`src/rtl/sleep_wake_ctrl.sv`:
```
module sleep_wake_ctrl #(
  parameter int HOLD_TICKS  = 8,
  parameter int DOM_TICKS   = 20,
  parameter int DEB_TICKS   = 5,
  parameter int START_TICKS = 4
) (
  input  logic clk,
  input  logic rst_n,
  input  logic en_lv_i,
  input  logic wake_hv_i,
  input  logic lin_rx_i,
  input  logic wd_sel_i,
  output logic vcc_en_o,
  output logic batsw_en_o,
  output logic lin_term_en_o,
  output logic wdog_en_o,
  output logic active_ready_o,
  output logic asleep_o
);
  localparam int HW = $clog2(HOLD_TICKS + 1);
  localparam int DW = $clog2(DOM_TICKS + 1);
  localparam int BW = $clog2(DEB_TICKS + 1);
  localparam int SW = $clog2(START_TICKS + 1);

  typedef enum logic {ACTIVE = 1'b0, SLEEP = 1'b1} mode_t;

  mode_t          mode;
  logic           ready;
  logic           en_prev, rx_prev, hv_stab, dom_armed;
  logic [HW-1:0]  hold_cnt;
  logic [DW-1:0]  dom_cnt;
  logic [BW-1:0]  deb_cnt;
  logic [SW-1:0]  st_cnt;

  wire is_active = (mode == ACTIVE);

  wire          en_fall   = en_prev & ~en_lv_i;
  wire          hold_live = ~en_lv_i & (en_fall | (hold_cnt != '0));
  wire [HW-1:0] hold_nxt  = en_fall ? HW'(1) : hold_cnt + HW'(1);
  wire          go_sleep  = is_active & hold_live & (hold_nxt == HW'(HOLD_TICKS));

  wire hv_diff  = wake_hv_i ^ hv_stab;
  wire deb_done = hv_diff & (deb_cnt == BW'(DEB_TICKS - 1));
  wire hv_wake  = ~is_active & deb_done & wake_hv_i;

  wire rx_fall  = rx_prev & ~lin_rx_i;
  wire lin_wake = ~is_active & dom_armed & lin_rx_i & (dom_cnt == DW'(DOM_TICKS));

  wire wake = hv_wake | lin_wake;

  always_ff @(posedge clk or negedge rst_n) begin
    if (!rst_n) begin
      en_prev <= 1'b0;
      rx_prev <= 1'b1;
    end else begin
      en_prev <= en_lv_i;
      rx_prev <= lin_rx_i;
    end
  end

  always_ff @(posedge clk or negedge rst_n) begin
    if (!rst_n)
      hold_cnt <= '0;
    else if (!is_active || !hold_live || go_sleep)
      hold_cnt <= '0;
    else
      hold_cnt <= hold_nxt;
  end

  always_ff @(posedge clk or negedge rst_n) begin
    if (!rst_n) begin
      hv_stab <= 1'b0;
      deb_cnt <= '0;
    end else if (deb_done) begin
      hv_stab <= wake_hv_i;
      deb_cnt <= '0;
    end else if (hv_diff) begin
      deb_cnt <= deb_cnt + BW'(1);
    end else begin
      deb_cnt <= '0;
    end
  end

  always_ff @(posedge clk or negedge rst_n) begin
    if (!rst_n) begin
      dom_armed <= 1'b0;
      dom_cnt   <= '0;
    end else if (is_active || lin_rx_i) begin
      dom_armed <= 1'b0;
      dom_cnt   <= '0;
    end else if (rx_fall) begin
      dom_armed <= 1'b1;
      dom_cnt   <= DW'(1);
    end else if (dom_armed && dom_cnt != DW'(DOM_TICKS)) begin
      dom_cnt   <= dom_cnt + DW'(1);
    end
  end

  always_ff @(posedge clk or negedge rst_n) begin
    if (!rst_n) begin
      mode   <= ACTIVE;
      ready  <= 1'b0;
      st_cnt <= '0;
    end else if (go_sleep) begin
      mode   <= SLEEP;
      ready  <= 1'b0;
      st_cnt <= '0;
    end else if (wake) begin
      mode   <= ACTIVE;
      ready  <= 1'b0;
      st_cnt <= '0;
    end else if (is_active && !ready) begin
      if (st_cnt == SW'(START_TICKS - 1))
        ready <= 1'b1;
      else
        st_cnt <= st_cnt + SW'(1);
    end
  end

  assign vcc_en_o       = is_active;
  assign batsw_en_o     = is_active;
  assign lin_term_en_o  = is_active;
  assign wdog_en_o      = is_active & wd_sel_i;
  assign active_ready_o = ready;
  assign asleep_o       = ~is_active;
endmodule


```
`config.mk`:
```
export PLATFORM = sky130hd
export DESIGN_NAME = sleep_wake_ctrl
export DESIGN_NICKNAME = d
export VERILOG_FILES = /design/src/rtl/sleep_wake_ctrl.sv
export SDC_FILE = /design/constraint.sdc
export NUM_CORES = 1
export LEC_CHECK = 0
export BUFFER_PORTS_ARGS = -buffer_cell sky130_fd_sc_hd__buf_2
export CORE_ASPECT_RATIO = 1.1
export CORE_UTILIZATION = 55
export CTS_BUF_LIST = sky130_fd_sc_hd__clkbuf_16
export CTS_CLUSTER_SIZE = 30
export DETAILED_ROUTE_END_ITERATION = 6
export GPL_ROUTABILITY_DRIVEN = 0
export GPL_TIMING_DRIVEN = 1
export HOLD_SLACK_MARGIN = 0.02
export PLACE_DENSITY_LB_ADDON = 0.05
export SLEW_MARGIN = 20
export SYNTH_ARGS = -nofsm -noshare
export SYNTH_HDL_FRONTEND = slang
export SYNTH_SLANG_ARGS = --single-unit
```
`constraint.sdc`:
```
create_clock -name clk -period 2.26 [get_ports clk]
set_clock_uncertainty 0.15 [all_clocks]
set_input_delay 0.113 -clock clk [delete_from_list [all_inputs] [get_ports clk]]
set_output_delay 0.113 -clock clk [all_outputs]
set_load 0.01 [all_outputs]
```
; After elaboration in Yosys (flattened, before gate mapping)
; Cells that the tools add are included.
[classes]
addsub = 4
eq_ne = 6
mux = 19
n_bitwise = 18
n_reduce_logical = 15
[ops]
columns = operator, n
row1 = two-way mux 3 bit, 6
row2 = two-way mux 5 bit, 3
row3 = AND 1 bit, 12
row4 = nonzero test 3 bit, 3
row5 = two-way mux 1 bit, 8
row6 = two-way mux 4 bit, 2
row7 = "adder 3 x 1 -> 3 bit, second input constant", 2
row8 = "adder 5 x 1 -> 5 bit, second input constant", 1
row9 = "equality test 5 bit, second input constant", 1
row10 = "inequality test 5 bit, second input constant", 1
row11 = "adder 4 x 1 -> 4 bit, second input constant", 1
row12 = "equality test 4 bit, second input constant", 1
row13 = AND reduction 2 bit, 2
row14 = nonzero test 2 bit, 2
row15 = nonzero test 4 bit, 1
row16 = "equality test 3 x 2 -> 1 bit, second input constant", 1
row17 = "equality test 3 bit, second input constant", 1
row18 = logical OR 1 bit, 3
row19 = "inequality test 3 bit, second input constant", 1
row20 = NOT 1 bit, 3
row21 = logical AND 1 bit, 2
row22 = zero test 1 bit, 2
row23 = OR 1 bit, 2
row24 = bitwise XOR 1 bit, 1
[word_totals]
reg_bits = 21
in_bits = 6
output_inout_bits = 6

; Longest topological paths before layout
[depth]
ltp_word = 8
depth_mapped = 6
mapped_depth_nobuf = 6

; Worst setup path after synthesis
; No wires, ideal clock.
[synth_timing]
kind = register to register
start = register hold_cnt[0]
end = register st_cnt[2]
setup_ps = 146
t_arrival_ps = 1599
path_slack_ps = 365
path_stages_with_launch = 7
period_less_slack_ps = 1895
cell_sequence = dfrtp_1 -> inv_1 -> ha_1 -> nor3b_1 -> or4_4 -> o32ai_2 -> a211oi_1
[synth_between]
elab_chain_cells = 7
word_cells_on_any_way = 12
[synth_lines]
columns = item, line_no
row1 = start: declaration, 30  ; logic [HW-1:0] hold_cnt;
row2 = start signal: assignment, 67  ; hold_cnt <= hold_nxt;
row3 = branches (longest 4 deep; another with adder 4 x 1 -> 4 bit), n/a
row4 = AND 1 bit *, 40  ; wire go_sleep = is_active & hold_live & (hold_nxt == HW'(HOLD_TICKS));
row5 = inequality test 3 bit (no line) or nonzero test 3 bit (tied branches), n/a
row6 = AND reduction 2 bit (no line), n/a
row7 = end signal: assignment, 116  ; st_cnt <= st_cnt + SW'(1);
row8 = end: declaration, 33  ; logic [SW-1:0] st_cnt;
; Every way passes the cells marked *.
; A chain may end at the register's enable or synchronous reset.

; Worst setup path in the final report
; Ends and elaborated chain as after synthesis.

==> impl_results.md <==
* Total Routing Usage GR at 19.3%
* Clk slew on worst S/H paths at 0.06 ns
* Synth-to-Final Area Change at 17.0%
* # IOs at 12
* Final wirelength at 1.81 mm
* Share of layout cells above drive strength 1 at 17.6%
* Switching Fraction at 25.4%
* RSZ-0062 raised after global routing: no
* Startpoint Class: flop
* Critical Path Fanout Max at 5
* Clk Latency, worst-skew pair at 0.25 ns
* Starting Density at 59.2%
* Largest net degree at the start of global routing at 22
* Minimum clock period at 2.05 ns
* DR WL/cell at 13.2 µm
* DRC at 0
* Num Clock Sinks at 21
* PortBufs at 11
* Synthesized net count at 116
* Detailed-route via count at 739
* Nets@finish at 134
* Design area at 1250 µm²
* FMAX at 487 MHz
* Setup WS post-layout at 0.208 ns
* Slew Viols, Final at 0
* Die W at 44.0 µm
* Vias in the first global route at 669
* GRT overflow at 0
* Max-Cap Viols at 0
* CTS tree: done
* Worst hold path type: in -> async
* CTS Buf Count at 3
* Via/cell ratio at 5.39
* H-tree Lvls at 1
* Final Hold Fails at 0
* CORE AREA at 1800 µm²
* CP Class: reg -> reg
* Clk pwr share at 35.8%
* Number of antenna diodes at 0
* Dpl ws at 0.199 ns
* Post-synthesis cell type count at 30
* Cell-internal power at 0.766 mW
* # Post-CTS Setup Buffers at 0
* Reg power frac at 45.7%
* Leakage at 0.570 nW
* Placed Cells incl. Taps at 129
* Sequential share of the synthesized area at 49.4%
* Psw at 0.260 mW
* Yosys top cell by area: dfrtp_1
* Hpwl dp at 1.24 mm
* Antenna violations before repair at 0
* Die area at 2120 µm²
* Final Non-Filler Cells at 137
* Slew margin rel. at 62.5%
* Initial drt markers at 7
* Yosys reg bits at 21
* Cell Area, Placed at 1130 µm²
* Hold WS at 0.200 ns
* Nature of the critical path endpoint: flop
* Endpoints failing setup at 0
* Initial DRT Pass Iterations at 6
* CP Data Arrival Time at 2.01 ns
* Fillers at 140
* Final setup TNS at 0 ns
* Top post-synthesis cells by area: dfrtp_1 47%, ha_1 9.4%, nor2_1 4.9%, inv_1 3.9%, xnor2_1 3.3%
* PwrDens at 822 nW/µm²
* CP required at 2.22 ns
* Row cnt at 16
* Max Root-Sink Buffers at 2
* Routed Antenna Nets at 0
* Cell area after synthesis at 1070 µm²
* Warnings, synthesis at 0
* Cells after Synth at 102
* Die Y at 48.2 µm
* Top-area cell type share of the netlist area at 46.9%
* Final period utilization at 90.8%
* Root Buffer: clkbuf_16
* Worst VDD drop at 0.000588 V
* Slew at the pin closest to its max-slew limit at 0.558 ns
* Combinational share of power at 18.5%
* Global-route wire length before repair at 2.86 mm
* Syn Area/Cell at 10.5 µm²
* Status: finished, final reports clean
* Worst reg-to-reg setup slack at 0.21 ns
cells in the final DEF (no fill, tap or decap):
master,instances
nor3b_1,2
nand4b_1,1
dfrtp_1,20
or2b_1,1
nor2_1,14
dfstp_2,1
a21o_1,1
and2_1,2
and4b_2,1
o32ai_2,1
buf_2,11
nor3_1,4
ha_1,8
or4_4,1
o2111ai_1,1
a21oi_1,6
and3b_2,1
mux2i_1,2
nand3_1,3
a211o_1,1
buf_4,1
a41oi_1,1
xor2_1,2
nor2b_1,1
dlygate4sd3_1,4
xnor2_1,4
clkbuf_16,3
inv_1,12
a211oi_1,1
mux2_2,1
nand2_1,4
nand4_1,2
nand2b_1,1
layout make-up:
class	count	area (µm²)	area share (%)
Clock buffer	3	75.1	6.02
Clock inverter	1	3.75	0.301
Inverter	11	41.3	3.31
Multi-Input combinational cell	67	475	38.1
Sequential cell	21	527	42.2
Tap cell	18	22.5	1.81
Timing Repair Buffer	16	103	8.22
stage by stage:
stage	power (mW)	utilization, %
detailed placement	0.664	62.6
global placement	0.652	62.6
CTS	1.04	69.2
floorplan	0.614	-
finish	1.03	69.2
global route	1.09	69.2
layer usage:
layer	global-route usage [%]	vias to the layer above	part of all wire, %
li1	-	376	-
met4	10.9	0	0.66
met2	31.0	8	48
met1	25.4	353	50
met5	0	-	0
met3	3.33	2	1.7
flip-flops by register name (all words and copies together), names as in the netlist:
| signal | count |
|---|---|
| dom_cnt | 5 |
| hold_cnt | 4 |
| deb_cnt | 3 |
| st_cnt | 3 |
| active_ready_o | 1 |
| asleep_o | 1 |
| dom_armed | 1 |
| en_prev | 1 |
| hv_stab | 1 |
| rx_prev | 1 |
path summary, 6_finish.rpt:
check | cells after the start | to | start
max | 6 | st_cnt[2] | hold_cnt[0]
min | 2 | hold_cnt[1] | rst_n
max reg2reg | 6 | st_cnt[2] | hold_cnt[0]
min reg2reg | 2 | dom_cnt[0] | rx_prev
max in group asynchronous | 2 | rx_prev | rst_n
min in group clk | 2 | dom_cnt[0] | rx_prev
power groups by stage:
stage	logic, mW	clock network [mW]	registers, mW
after floorplan	0.146	0	0.468
after global placement	0.180	0	0.473
after detailed placement	0.189	0	0.475
after CTS	0.195	0.374	0.469
after global routing	0.225	0.392	0.476
final	0.190	0.367	0.469
synth_stat cells (all sizes together):
library cell,instances
and3b,1
a21o,1
o32ai,1
nor3,4
dfrtp,20
nor2b,1
nor3b,2
a41oi,1
nand4b,1
mux2,1
a21oi,6
a211oi,1
and2,2
nor2,14
nand3,3
o2111ai,1
dfstp,1
or2b,1
xnor2,4
or4,1
buf,3
nand4,2
inv,11
nand2b,1
and4b,1
a211o,1
ha,8
nand2,4
xor2,2
mux2i,2
critical path, cell delays in order, from the launching register on:
cell and delay (ns):
dfrtp_1 0.41, inv_1 0.07, ha_1 0.19, nor3b_1 0.15, or4_4 0.46, o32ai_2 0.40, a211oi_1 0.09
kinds of logic after synthesis:
| group | after synthesis | share of synthesized area (%) |
|---|---|---|
| flops | 21 | 49.4 |
| fa+ha+maj | 8 | 9.39 |
| buf+inv | 14 | 5.99 |
| simple gates | 38 | 19.1 |
| mux | 3 | 2.93 |
| compound gates | 12 | 8.22 |
| xor+xnor | 6 | 4.93 |
repair_timing:
item / CTS / global route
gates resized for setup: 0 / 0
hold buffers: 4 / 0
hold endpoints to repair: 24 / 0
Note: power is estimated with default switching activity, not from simulation.
